==> src/rtl/ffc_pkg.sv <==
package ffc_pkg;
  typedef enum logic [1:0] {
    NK_SEQ    = 2'd0,
    NK_BRANCH = 2'd1,
    NK_LINK   = 2'd2,
    NK_RSVD   = 2'd3
  } next_kind_e;
endpackage

==> src/rtl/ffc_rst_sync.sv <==
module ffc_rst_sync (
  input  logic clk,
  input  logic rst_n,
  output logic rst_sync_n
);
  logic [1:0] stage_q;

  always_ff @(posedge clk or negedge rst_n) begin
    if (!rst_n) stage_q <= 2'b00;
    else        stage_q <= {stage_q[0], 1'b1};
  end

  assign rst_sync_n = stage_q[1];
endmodule

==> src/rtl/ffc_store.sv <==
module ffc_store #(
  parameter int ADDR_W = 32,
  parameter int INSN_W = 32,
  parameter int IDX_W  = 4
) (
  input  logic              clk,
  input  logic              rst_n,
  input  logic              wr_en,
  input  logic [ADDR_W-1:0] wr_addr,
  input  logic [INSN_W-1:0] wr_insn,
  input  logic [1:0]        wr_kind,
  input  logic [ADDR_W-1:0] wr_next,
  input  logic [ADDR_W-1:0] rd_addr,
  output logic              rd_hit,
  output logic [INSN_W-1:0] rd_insn,
  output logic [1:0]        rd_kind,
  output logic [ADDR_W-1:0] rd_next
);
  localparam int DEPTH = 1 << IDX_W;
  localparam int TAG_W = ADDR_W - IDX_W - 2;

  typedef struct packed {
    logic [TAG_W-1:0]  tag;
    logic [1:0]        kind;
    logic [ADDR_W-1:0] nxt;
    logic [INSN_W-1:0] insn;
  } line_t;

  line_t            line_q [DEPTH];
  logic [DEPTH-1:0] valid_q;
  logic [DEPTH-1:0] valid_d;
  logic [IDX_W-1:0] wr_idx;
  logic [IDX_W-1:0] rd_idx;
  logic [TAG_W-1:0] rd_tag;
  line_t            wr_line;
  line_t            rd_line;
  logic             unused_lsb;

  assign wr_idx = wr_addr[IDX_W+1:2];
  assign rd_idx = rd_addr[IDX_W+1:2];
  assign rd_tag = rd_addr[ADDR_W-1:IDX_W+2];
  assign unused_lsb = ^{wr_addr[1:0], rd_addr[1:0]};

  assign wr_line.tag  = wr_addr[ADDR_W-1:IDX_W+2];
  assign wr_line.kind = wr_kind;
  assign wr_line.nxt  = wr_next;
  assign wr_line.insn = wr_insn;

  // per-line valid next state
  for (genvar e = 0; e < DEPTH; e++) begin : g_valid
    assign valid_d[e] = valid_q[e] | (wr_en && (wr_idx == IDX_W'(e)));
  end

  always_ff @(posedge clk or negedge rst_n) begin
    if (!rst_n)     valid_q <= '0;
    else if (wr_en) valid_q <= valid_d;
  end

  always_ff @(posedge clk) begin
    if (wr_en) line_q[wr_idx] <= wr_line;
  end

  assign rd_line = line_q[rd_idx];

  always_comb begin
    rd_hit  = valid_q[rd_idx] && (rd_line.tag == rd_tag);
    rd_insn = '0;
    rd_kind = 2'd0;
    rd_next = '0;
    if (rd_hit) begin
      rd_insn = rd_line.insn;
      rd_kind = rd_line.kind;
      rd_next = rd_line.nxt;
    end
  end
endmodule

==> src/rtl/ffc_pc.sv <==
module ffc_pc #(
  parameter int ADDR_W = 32
) (
  input  logic              clk,
  input  logic              rst_n,
  input  logic              hit,
  input  logic [ADDR_W-1:0] hit_next,
  input  logic              redirect,
  input  logic [ADDR_W-1:0] restart,
  output logic [ADDR_W-1:0] pc
);
  logic [ADDR_W-1:0] pc_q;
  logic [ADDR_W-1:0] pc_d;
  logic              pc_en;

  always_comb begin
    pc_en = redirect | hit;
    pc_d  = pc_q;
    if (redirect)  pc_d = restart;
    else if (hit)  pc_d = hit_next;
  end

  always_ff @(posedge clk or negedge rst_n) begin
    if (!rst_n)     pc_q <= '0;
    else if (pc_en) pc_q <= pc_d;
  end

  assign pc = pc_q;
endmodule

==> src/rtl/ffc_side.sv <==
module ffc_side #(
  parameter int ADDR_W = 32
) (
  input  logic              clk,
  input  logic              rst_n,
  input  logic              redirect,
  input  logic              link_fire,
  input  logic [ADDR_W-1:0] link_value,
  output logic              squash,
  output logic              link_valid,
  output logic [ADDR_W-1:0] link_data
);
  logic              squash_q, squash_d;
  logic              lv_q, lv_d;
  logic [ADDR_W-1:0] ld_q;

  always_comb begin
    squash_d = redirect;
    lv_d     = link_fire;
  end

  always_ff @(posedge clk or negedge rst_n) begin
    if (!rst_n) begin
      squash_q <= 1'b0;
      lv_q     <= 1'b0;
    end else begin
      squash_q <= squash_d;
      lv_q     <= lv_d;
    end
  end

  always_ff @(posedge clk or negedge rst_n) begin
    if (!rst_n)         ld_q <= '0;
    else if (link_fire) ld_q <= link_value;
  end

  assign squash     = squash_q;
  assign link_valid = lv_q;
  assign link_data  = ld_q;
endmodule

==> src/rtl/fold_fetch_cache.sv <==
module fold_fetch_cache #(
  parameter int ADDR_W = 32,
  parameter int INSN_W = 32,
  parameter int IDX_W  = 4
) (
  input  logic              clk,
  input  logic              rst_n,
  input  logic              fill_valid,
  input  logic [ADDR_W-1:0] fill_addr,
  input  logic [INSN_W-1:0] fill_insn,
  input  logic [1:0]        fill_kind,
  input  logic [ADDR_W-1:0] fill_next,
  input  logic              res_valid,
  input  logic [ADDR_W-1:0] res_addr,
  input  logic              res_taken,
  input  logic              res_mispredict,
  output logic              fetch_valid,
  output logic [ADDR_W-1:0] fetch_pc,
  output logic [INSN_W-1:0] fetch_insn,
  output logic [1:0]        fetch_kind,
  output logic              miss_req,
  output logic [ADDR_W-1:0] miss_addr,
  output logic              squash,
  output logic              link_valid,
  output logic [ADDR_W-1:0] link_data
);
  import ffc_pkg::*;

  localparam logic [ADDR_W-1:0] STEP     = ADDR_W'(4);
  localparam logic [ADDR_W-1:0] LINK_OFS = ADDR_W'(8);

  logic              core_rst_n;
  logic [ADDR_W-1:0] pc;
  logic              rd_hit;
  logic [INSN_W-1:0] rd_insn;
  logic [1:0]        rd_kind;
  logic [ADDR_W-1:0] rd_next;
  logic              redirect;
  logic [ADDR_W-1:0] restart;
  logic              link_fire;

  ffc_rst_sync u_rst (
    .clk        (clk),
    .rst_n      (rst_n),
    .rst_sync_n (core_rst_n)
  );

  ffc_store #(.ADDR_W(ADDR_W), .INSN_W(INSN_W), .IDX_W(IDX_W)) u_store (
    .clk     (clk),
    .rst_n   (core_rst_n),
    .wr_en   (fill_valid),
    .wr_addr (fill_addr),
    .wr_insn (fill_insn),
    .wr_kind (fill_kind),
    .wr_next (fill_next),
    .rd_addr (pc),
    .rd_hit  (rd_hit),
    .rd_insn (rd_insn),
    .rd_kind (rd_kind),
    .rd_next (rd_next)
  );

  // only a not-taken outcome of a predicted-taken entry redirects
  assign redirect  = res_valid & res_mispredict & ~res_taken;
  assign restart   = res_addr + STEP;
  assign link_fire = rd_hit && (next_kind_e'(rd_kind) == NK_LINK) && !redirect;

  ffc_pc #(.ADDR_W(ADDR_W)) u_pc (
    .clk      (clk),
    .rst_n    (core_rst_n),
    .hit      (rd_hit),
    .hit_next (rd_next),
    .redirect (redirect),
    .restart  (restart),
    .pc       (pc)
  );

  ffc_side #(.ADDR_W(ADDR_W)) u_side (
    .clk        (clk),
    .rst_n      (core_rst_n),
    .redirect   (redirect),
    .link_fire  (link_fire),
    .link_value (pc + LINK_OFS),
    .squash     (squash),
    .link_valid (link_valid),
    .link_data  (link_data)
  );

  assign fetch_valid = rd_hit;
  assign fetch_pc    = pc;
  assign fetch_insn  = rd_insn;
  assign fetch_kind  = rd_kind;
  assign miss_req    = ~rd_hit;
  assign miss_addr   = pc;
endmodule

==> config.mk <==
export PLATFORM = sky130hd
export DESIGN_NAME = fold_fetch_cache
export DESIGN_NICKNAME = d
export VERILOG_FILES = /design/src/rtl/ffc_pkg.sv /design/src/rtl/ffc_rst_sync.sv /design/src/rtl/ffc_store.sv /design/src/rtl/ffc_pc.sv /design/src/rtl/ffc_side.sv /design/src/rtl/fold_fetch_cache.sv
export SDC_FILE = /design/constraint.sdc
export NUM_CORES = 2
export LEC_CHECK = 0
export CORE_UTILIZATION = 55
export CTS_CLUSTER_DIAMETER = 60
export CTS_CLUSTER_SIZE = 8
export DETAILED_ROUTE_END_ITERATION = 16
export HOLD_SLACK_MARGIN = 0.1
export PLACE_DENSITY_LB_ADDON = 0.15
export SLEW_MARGIN = 25
export SYNTH_ARGS = -nofsm -noshare
export SYNTH_HDL_FRONTEND = slang
export SYNTH_SLANG_ARGS = --single-unit
==> constraint.sdc <==
create_clock -name clk -period 4.6 [get_ports clk]
set_clock_uncertainty 0.15 [all_clocks]
set_input_delay 0.69 -clock clk [delete_from_list [all_inputs] [get_ports clk]]
set_output_delay 0.69 -clock clk [all_outputs]
set_load 0.02 [all_outputs]
# [Yosys cells after proc, flatten, opt, wreduce, memory -nomap -nowiden]
# Memories as Yosys holds them, arrays and structs flattened.
# Index checks and enable logic that the tools add are counted.
[totals] n_memories=1 ramBits=1472 reg_bits=84 out_inout_bits=134
[mem_list] name="u_store.line_q" depth=16 word_bits=92 read_ports=1 rd_clocked_by_memory_dff=0 wr=1 line="ffc_store.sv:29" source="line_t line_q [DEPTH];"
[classes] add_sub_neg=2 muxes=8 eq_ne=17 n_bitwise=21 n_reduce_logical=23 order_cmp=1
[ops] operator="$mux W32" n=3
[ops] operator="$add A32 B3 Y32 const B" n=1
[ops] operator="$add A32 B4 Y32 const B" n=1
[ops] operator="$eq A4 B4 Y1 const B" n=8
[ops] operator="$eq A26 B26 Y1" n=1
[ops] operator="$logic_and A1 B1 Y1" n=19
[ops] operator="$or A1 B1 Y1" n=17
[ops] operator="$eq A4 B3 Y1 const B" n=4
[ops] operator="$eq A4 B2 Y1 const B" n=2
[ops] operator="$lt A4 B5 Y1 const B" n=1
[ops] operator="$bmux W1 S4" n=1
[ops] operator="$eq A4 B1 Y1 const B" n=1
[ops] operator="$logic_not A4 Y1" n=1
[ops] operator="$mux W1" n=3
[ops] operator="$and A1 B1 Y1" n=2
[ops] operator="$eq A2 B2 Y1 const B" n=1
[ops] operator="$mux W2" n=1
[ops] operator="$not A1 Y1" n=2
[ops] operator="$reduce_and A2 Y1" n=1
[ops] operator="$reduce_bool A2 Y1" n=1
[ops] operator="$logic_not A1 Y1" n=1

# [Longest topological paths before layout]
[logic_depth] ltp_word=7 ltp_mapped=18 ltp_nobuf=9

# [By module]
# Synthesis repeated with hierarchy kept, for this count alone.
[unflattened] cells_unflattened=2867 hier_area_um2=62074.5
[by_module_without_submodules] mod="ffc_store" area_each_um2=57759.1 instances=1 cells_each=2467
[by_module_without_submodules] mod="ffc_pc" area_each_um2=1515.2 instances=1 cells_each=139
[by_module_without_submodules] mod="ffc_side" area_each_um2=1395.1 instances=1 cells_each=70
[by_module_without_submodules] mod="fold_fetch_cache" area_each_um2=1351.3 instances=1 cells_each=188
[by_module_without_submodules] mod="ffc_rst_sync" area_each_um2=53.8 instances=1 cells_each=3

# [Worst setup path before layout]
# No wires, ideal clock.
[synth_path] path_type="in2reg" startpoint="input port fill_addr[4]" endpoint="register u_store.valid_q[0]" stages=3 path_slack_ps=-3761 arrival_time_ps=8107 cell_sequence="or3b_2 -> nor3_1 -> or2_2"
[synth_via] elab_chain_len=3
[synth_lines] item="start: declaration" line="fold_fetch_cache.sv:9" source="input logic [ADDR_W-1:0] fill_addr,"
[synth_lines] item="$logic_not A4 Y1" line="ffc_store.sv:51" source="assign valid_d[e] = valid_q[e] | (wr_en && (wr_idx == IDX_W'(e)));"
[synth_lines] item="$logic_and A1 B1 Y1" line="ffc_store.sv:51"
[synth_lines] item="$or A1 B1 Y1" line="ffc_store.sv:51"
[synth_lines] item="end signal: assignment" line="ffc_store.sv:56" source="else if (wr_en) valid_q <= valid_d;"
[synth_lines] item="end: declaration" line="ffc_store.sv:30" source="logic [DEPTH-1:0] valid_q;"
# No other way between the ends.
# A chain may end at the register's enable or synchronous reset.

# [Worst setup path in the final report]
[layout_path] startpoint="register u_pc.pc_q[2] (netlist: u_pc.pc[2])" endpoint="output port fetch_insn[31]"
[layout_via] elab_chain_len=4 word_cells_on_any_way=6
[layout_lines] item="start: declaration" line="ffc_pc.sv:12" source="logic [ADDR_W-1:0] pc_q;"
[layout_lines] item="start signal: assignment" line="ffc_pc.sv:25" source="else if (pc_en) pc_q <= pc_d;"
[layout_lines] item="$mem_v2 Z16 W92 or $bmux W1 S4 (tied branches)"
[layout_lines] item="$eq A26 B26 Y1 or $mux W1 (tied branches)" line="ffc_store.sv:66" source="rd_hit = valid_q[rd_idx] && (rd_line.tag == rd_tag);"
[layout_lines] item="$logic_and A1 B1 Y1" line="ffc_store.sv:66"
[layout_lines] item="$mux W32 (*)" line="ffc_store.sv:70" source="if (rd_hit) begin"
[layout_lines] item="end: declaration" line="fold_fetch_cache.sv:19" source="output logic [INSN_W-1:0] fetch_insn,"
# Every way passes the cells marked *; elsewhere a longest branch is shown, timed or not. The select of a mux whose other input is x is not followed.

==> tab_implementation.tex <==
\begin{tabular}{lr}
\hline
Metric & Value \\
\hline
\multicolumn{2}{l}{\textbf{Cells and area}} \\
Final Instance Count excl. Fillers & 5,000 \\
Number of fill cells & between 7,000 and 8,000 \\
Layout overhead on the synthesized area & 19.9\% \\
Area of combinational cells with multiple inputs & 14,800 um\^{}2 \\
Utilization after layout & between 60\% and 70\% \\
Share of layout cells above drive strength 1 & between 20\% and 30\% \\
Register area & 46,300 um\^{}2 \\
Nets & 3,540 \\
\multicolumn{2}{l}{\textbf{Pwr}} \\
Static Leak & between 20 and 25 nW \\
Total design power & 35.3 mW \\
Worst VDD drop & about 0.00036 V \\
Total power density per cell area & 476 nW/um\^{}2 \\
\multicolumn{2}{l}{\textbf{Timing}} \\
Max Slew Vio Count & 0 \\
Final-report setup violation count & 54 \\
Minimum period implied by the final worst setup slack & 5180 ps \\
Tightest slew margin relative to the limit & between 30 and 40\% \\
Worst slew pin tran & 964 ps \\
Min setup slack post-route & -583 ps \\
Final worst path period share & 113\% \\
FMAX & 193 MHz \\
Final-report hold violation count & 0 \\
RSZ-0062 raised after global routing & yes \\
\multicolumn{2}{l}{\textbf{Run status}} \\
Result of the run & finished, violations left \\
Failing checks & setup timing \\
\multicolumn{2}{l}{\textbf{Clock network}} \\
TritonCTS clock tree & yes \\
CTS max path bufs & 3 \\
Source-to-sink clock delay at the later pin of the worst-skew pair & roughly 800 ps \\
Clock-pin slew on the worst setup and hold paths & about 50 ps \\
Number of CTS-inserted buffers & 213 \\
Root buffer cell & sky130\_fd\_sc\_hd\_\_clkbuf\_16 \\
Clock Sink Count & around 1,600 \\
CTS H-tree depth & 4 \\
\multicolumn{2}{l}{\textbf{Critical path}} \\
Launch instance of the worst register-to-register path & u\_pc.pc[2] \\
Sort of element at the start of the critical path & flip-flop \\
Startpoint of the most critical setup path & u\_pc.pc[2] \\
R2R setup slack & -70 ps \\
Maximum fanout along the worst path & 17 \\
Setup CP Type & reg2out \\
Critical path capture point type & output pin \\
Critical path data arrival time & 4340 ps \\
Required time of the worst setup path & 3760 ps \\
\multicolumn{2}{l}{\textbf{Placement}} \\
IO Port Bufs & between 200 and 300 \\
Placer's final routability congestion estimate & 0.921 \\
Half-perimeter wire length after placement & just under 90 mm \\
Cell total after placement & 4,655 \\
\multicolumn{2}{l}{\textbf{Detailed routing}} \\
Via Count & between 30,000 and 40,000 \\
ANT nets after route & 0 \\
Number of DRC markers after the initial detailed-route iteration & 3,318 \\
Remaining design rule violation count & 0 \\
Total Wirelength & 161 mm \\
Iteration count of the initial detailed-routing pass & 8 \\
Post-detailed-route wirelength per cell & 32.2 um \\
Vias per Instance & 6.39 \\
\multicolumn{2}{l}{\textbf{Yosys}} \\
Number of flops mapped to enable cells by yosys & 1,472 \\
Synthesized Nets & 3,049 \\
Average size of a mapped cell & 21.2 um\^{}2 \\
Leading register cell type out of synthesis & sky130\_fd\_sc\_hd\_\_edfxtp\_1 \\
Count of different cell masters after synthesis & 76 \\
Post-synthesis instance total & 2,911 \\
Post-synthesis instance area & about 60,000 um\^{}2 \\
Yosys warnings & 0 \\
Part of the Yosys area used for sequential elements & 74.9\% \\
Number of storage elements in the synthesis netlist & 1,556 \\
Fraction of synthesis flops using an asynchronous set or reset pin & 5.40\% \\
\multicolumn{2}{l}{\textbf{Global route}} \\
Pin count of the biggest net entering global routing & 140 \\
Number of antenna violations at the first check in global routing & 14 \\
GRT Util Overall & roughly 29\% \\
Number of global-route vias before repair & 33,073 \\
Wire length of the first global-routing pass & between 200 and 250 mm \\
Total overflow reported by the global router & 0 \\
\multicolumn{2}{l}{\textbf{Die}} \\
Initial cell density of the core & roughly 56\% \\
Die boundary width & approximately 340 um \\
Site Rows & 122 \\
Overall die height & roughly 340 um \\
Top-level I/O count & between 200 and 300 \\
Die Footprint & 114,000 um\^{}2 \\
Area of the placeable core & 111,000 um\^{}2 \\
\multicolumn{2}{l}{\textbf{Run}} \\
Max-capacitance violation count & 0 \\
\multicolumn{2}{l}{\textbf{Min path}} \\
Hold crit path type & reg2async \\
\hline
\end{tabular}
[metal layers]
layer	vias to the layer above	GRT usage, %	wire length [um]
li1	13127	-	-
met3	297	5.58	12900
met2	1561	46.9	79900
met4	18	10.7	5520
met1	16922	39.0	62500
met5	-	0	105
[state kept, by name, summed over array words and instances (netlist names)]
register and cells:
u_side.link_data 32, u_side.squash 1, u_pc.pc 32, u_store.line_q 1472, u_rst.stage_q 2, u_side.link_valid 1, u_store.valid_q 16
[stage by stage]
| step | hold WS [ps] | setup slack [ps] | area [um^2] | setup TNS (ps) |
|---|---|---|---|---|
| after floorplan | 181 | -1180 | 61900 | -730450 |
| after global placement | 192 | -427 | 67400 | -17760 |
| after detailed placement | 194 | -414 | 67400 | -16580 |
| after CTS | 208 | -598 | 73900 | -20340 |
| after global routing | 212 | -665 | 74200 | -26090 |
| final | 207 | -583 | 74200 | -20190 |
[what timing repair did]
action | CTS | global route
hold endpoints to repair | 2 | 0
hold buffers | 1 | 0
pin swaps | 6 | 3
resized for setup | 256 | 47
cloned | 5 | 3
setup buffers | 9 | 3
endpoints found under the setup margin | 67 | 68
[critical path, stage by stage (launching register included)]
cell and delay, ps:
sky130_fd_sc_hd__dfrtp_4 540, sky130_fd_sc_hd__buf_12 190, sky130_fd_sc_hd__buf_12 170, sky130_fd_sc_hd__nor2b_1 180, sky130_fd_sc_hd__a22oi_1 300, sky130_fd_sc_hd__and3_1 220
sky130_fd_sc_hd__o221ai_1 280, sky130_fd_sc_hd__a2111oi_4 440, sky130_fd_sc_hd__buf_4 170, sky130_fd_sc_hd__and4_4 220, sky130_fd_sc_hd__nand3_4 110, sky130_fd_sc_hd__inv_8 110
sky130_fd_sc_hd__buf_12 150, sky130_fd_sc_hd__buf_12 170, sky130_fd_sc_hd__and2_4 160, sky130_fd_sc_hd__buf_4 130
[area by class of cell]
class / count / area share, %
antenna: 5 / 0.0169
clock buffer: 307 / 7.82
clock inverter: 13 / 0.319
inverter: 14 / 0.0877
multi-input combinational: 1138 / 19.9
sequential: 1556 / 62.4
tap: 1488 / 2.51
timing repair buffer: 479 / 6.86
[cell usage after synthesis, drive strengths merged (3+ instances only)]
cell / n / area share, %
mux2i: 97 / 1.6
and4: 5 / 0.071
mux4: 397 / 14
or4: 9 / 0.12
nand3: 25 / 0.20
o221ai: 3 / 0.042
and2: 38 / 0.38
a21oi: 17 / 0.14
nor2: 75 / 0.46
o21ai: 8 / 0.065
dfrtp: 84 / 3.4
o31ai: 33 / 0.40
nor2b: 7 / 0.071
mux2: 57 / 1.2
o22ai: 13 / 0.13
inv: 13 / 0.079
or3: 4 / 0.040
nand2b: 11 / 0.11
a221oi: 6 / 0.085
a21bo: 3 / 0.049
clkbuf: 86 / 0.52
and3: 26 / 0.26
nor3: 13 / 0.11
or2: 19 / 0.19
nand2: 45 / 0.27
a22oi: 23 / 0.30
xor2: 26 / 0.37
xnor2: 40 / 0.57
a211oi: 5 / 0.061
nor3b: 3 / 0.036
nand3b: 5 / 0.061
a31oi: 35 / 0.35
a2111oi: 3 / 0.045
nand4: 45 / 0.46
nor4: 9 / 0.12
buf: 117 / 1.2
edfxtp: 1472 / 71
[where the power goes]
part	leakage [nW]	total (mW)	internal (mW)	switching, mW
sequential	14.3	16.1	15.9	0.220
clock	2.90	14.2	8.63	5.61
combinational	7.46	4.95	2.35	2.60
total	24.7	35.3	26.9	8.43
[cell usage in the layout, fill, tap and decap left out, drive strengths merged, types with 7 or more instances in the layout]
cell	synthesis	routed
o22ai	13	13
xor2	26	26
clkinv	1	8
clkbuf	86	310
mux2	57	57
nand3	25	25
mux2i	97	97
inv	13	18
dfrtp	84	84
edfxtp	1472	1472
a22oi	23	23
xnor2	40	40
nor3	13	13
and3	26	26
nand2b	11	11
nand2	45	45
or4	9	9
clkdlybuf4s50	0	231
or2	19	19
o31ai	33	33
a21oi	17	17
a31oi	35	35
buf	117	242
nor2	75	75
nand4	45	45
nor2b	7	7
nor4	9	9
o21ai	8	8
and2	38	38
mux4	397	397
[logic make-up after synthesis]
kind of cell / count (synthesis) / synth area share (%)
other: 1 / 0.00606
adder cells (fa/ha/maj): 2 / 0.0404
AND/OR/NAND/NOR: 346 / 3.06
multiplexers: 551 / 17.3
buffers and inverters: 217 / 1.85
XOR/XNOR: 66 / 0.935
AO/OA/AOI/OAI: 172 / 1.98
flip-flops: 1556 / 74.9
[worst paths after layout]
path	end	depth (start not counted)
hold reg to reg	u_side.link_data[22]	0
hold / removal	u_side.link_data[22]	0
setup / recovery	fetch_insn[31]	15
max in group asynchronous	u_pc.pc[2]	1
min in group clk	u_rst.stage_q[1]	0
setup reg to reg	u_side.link_data[24]	15
Power figures use the tool's default switching activity.
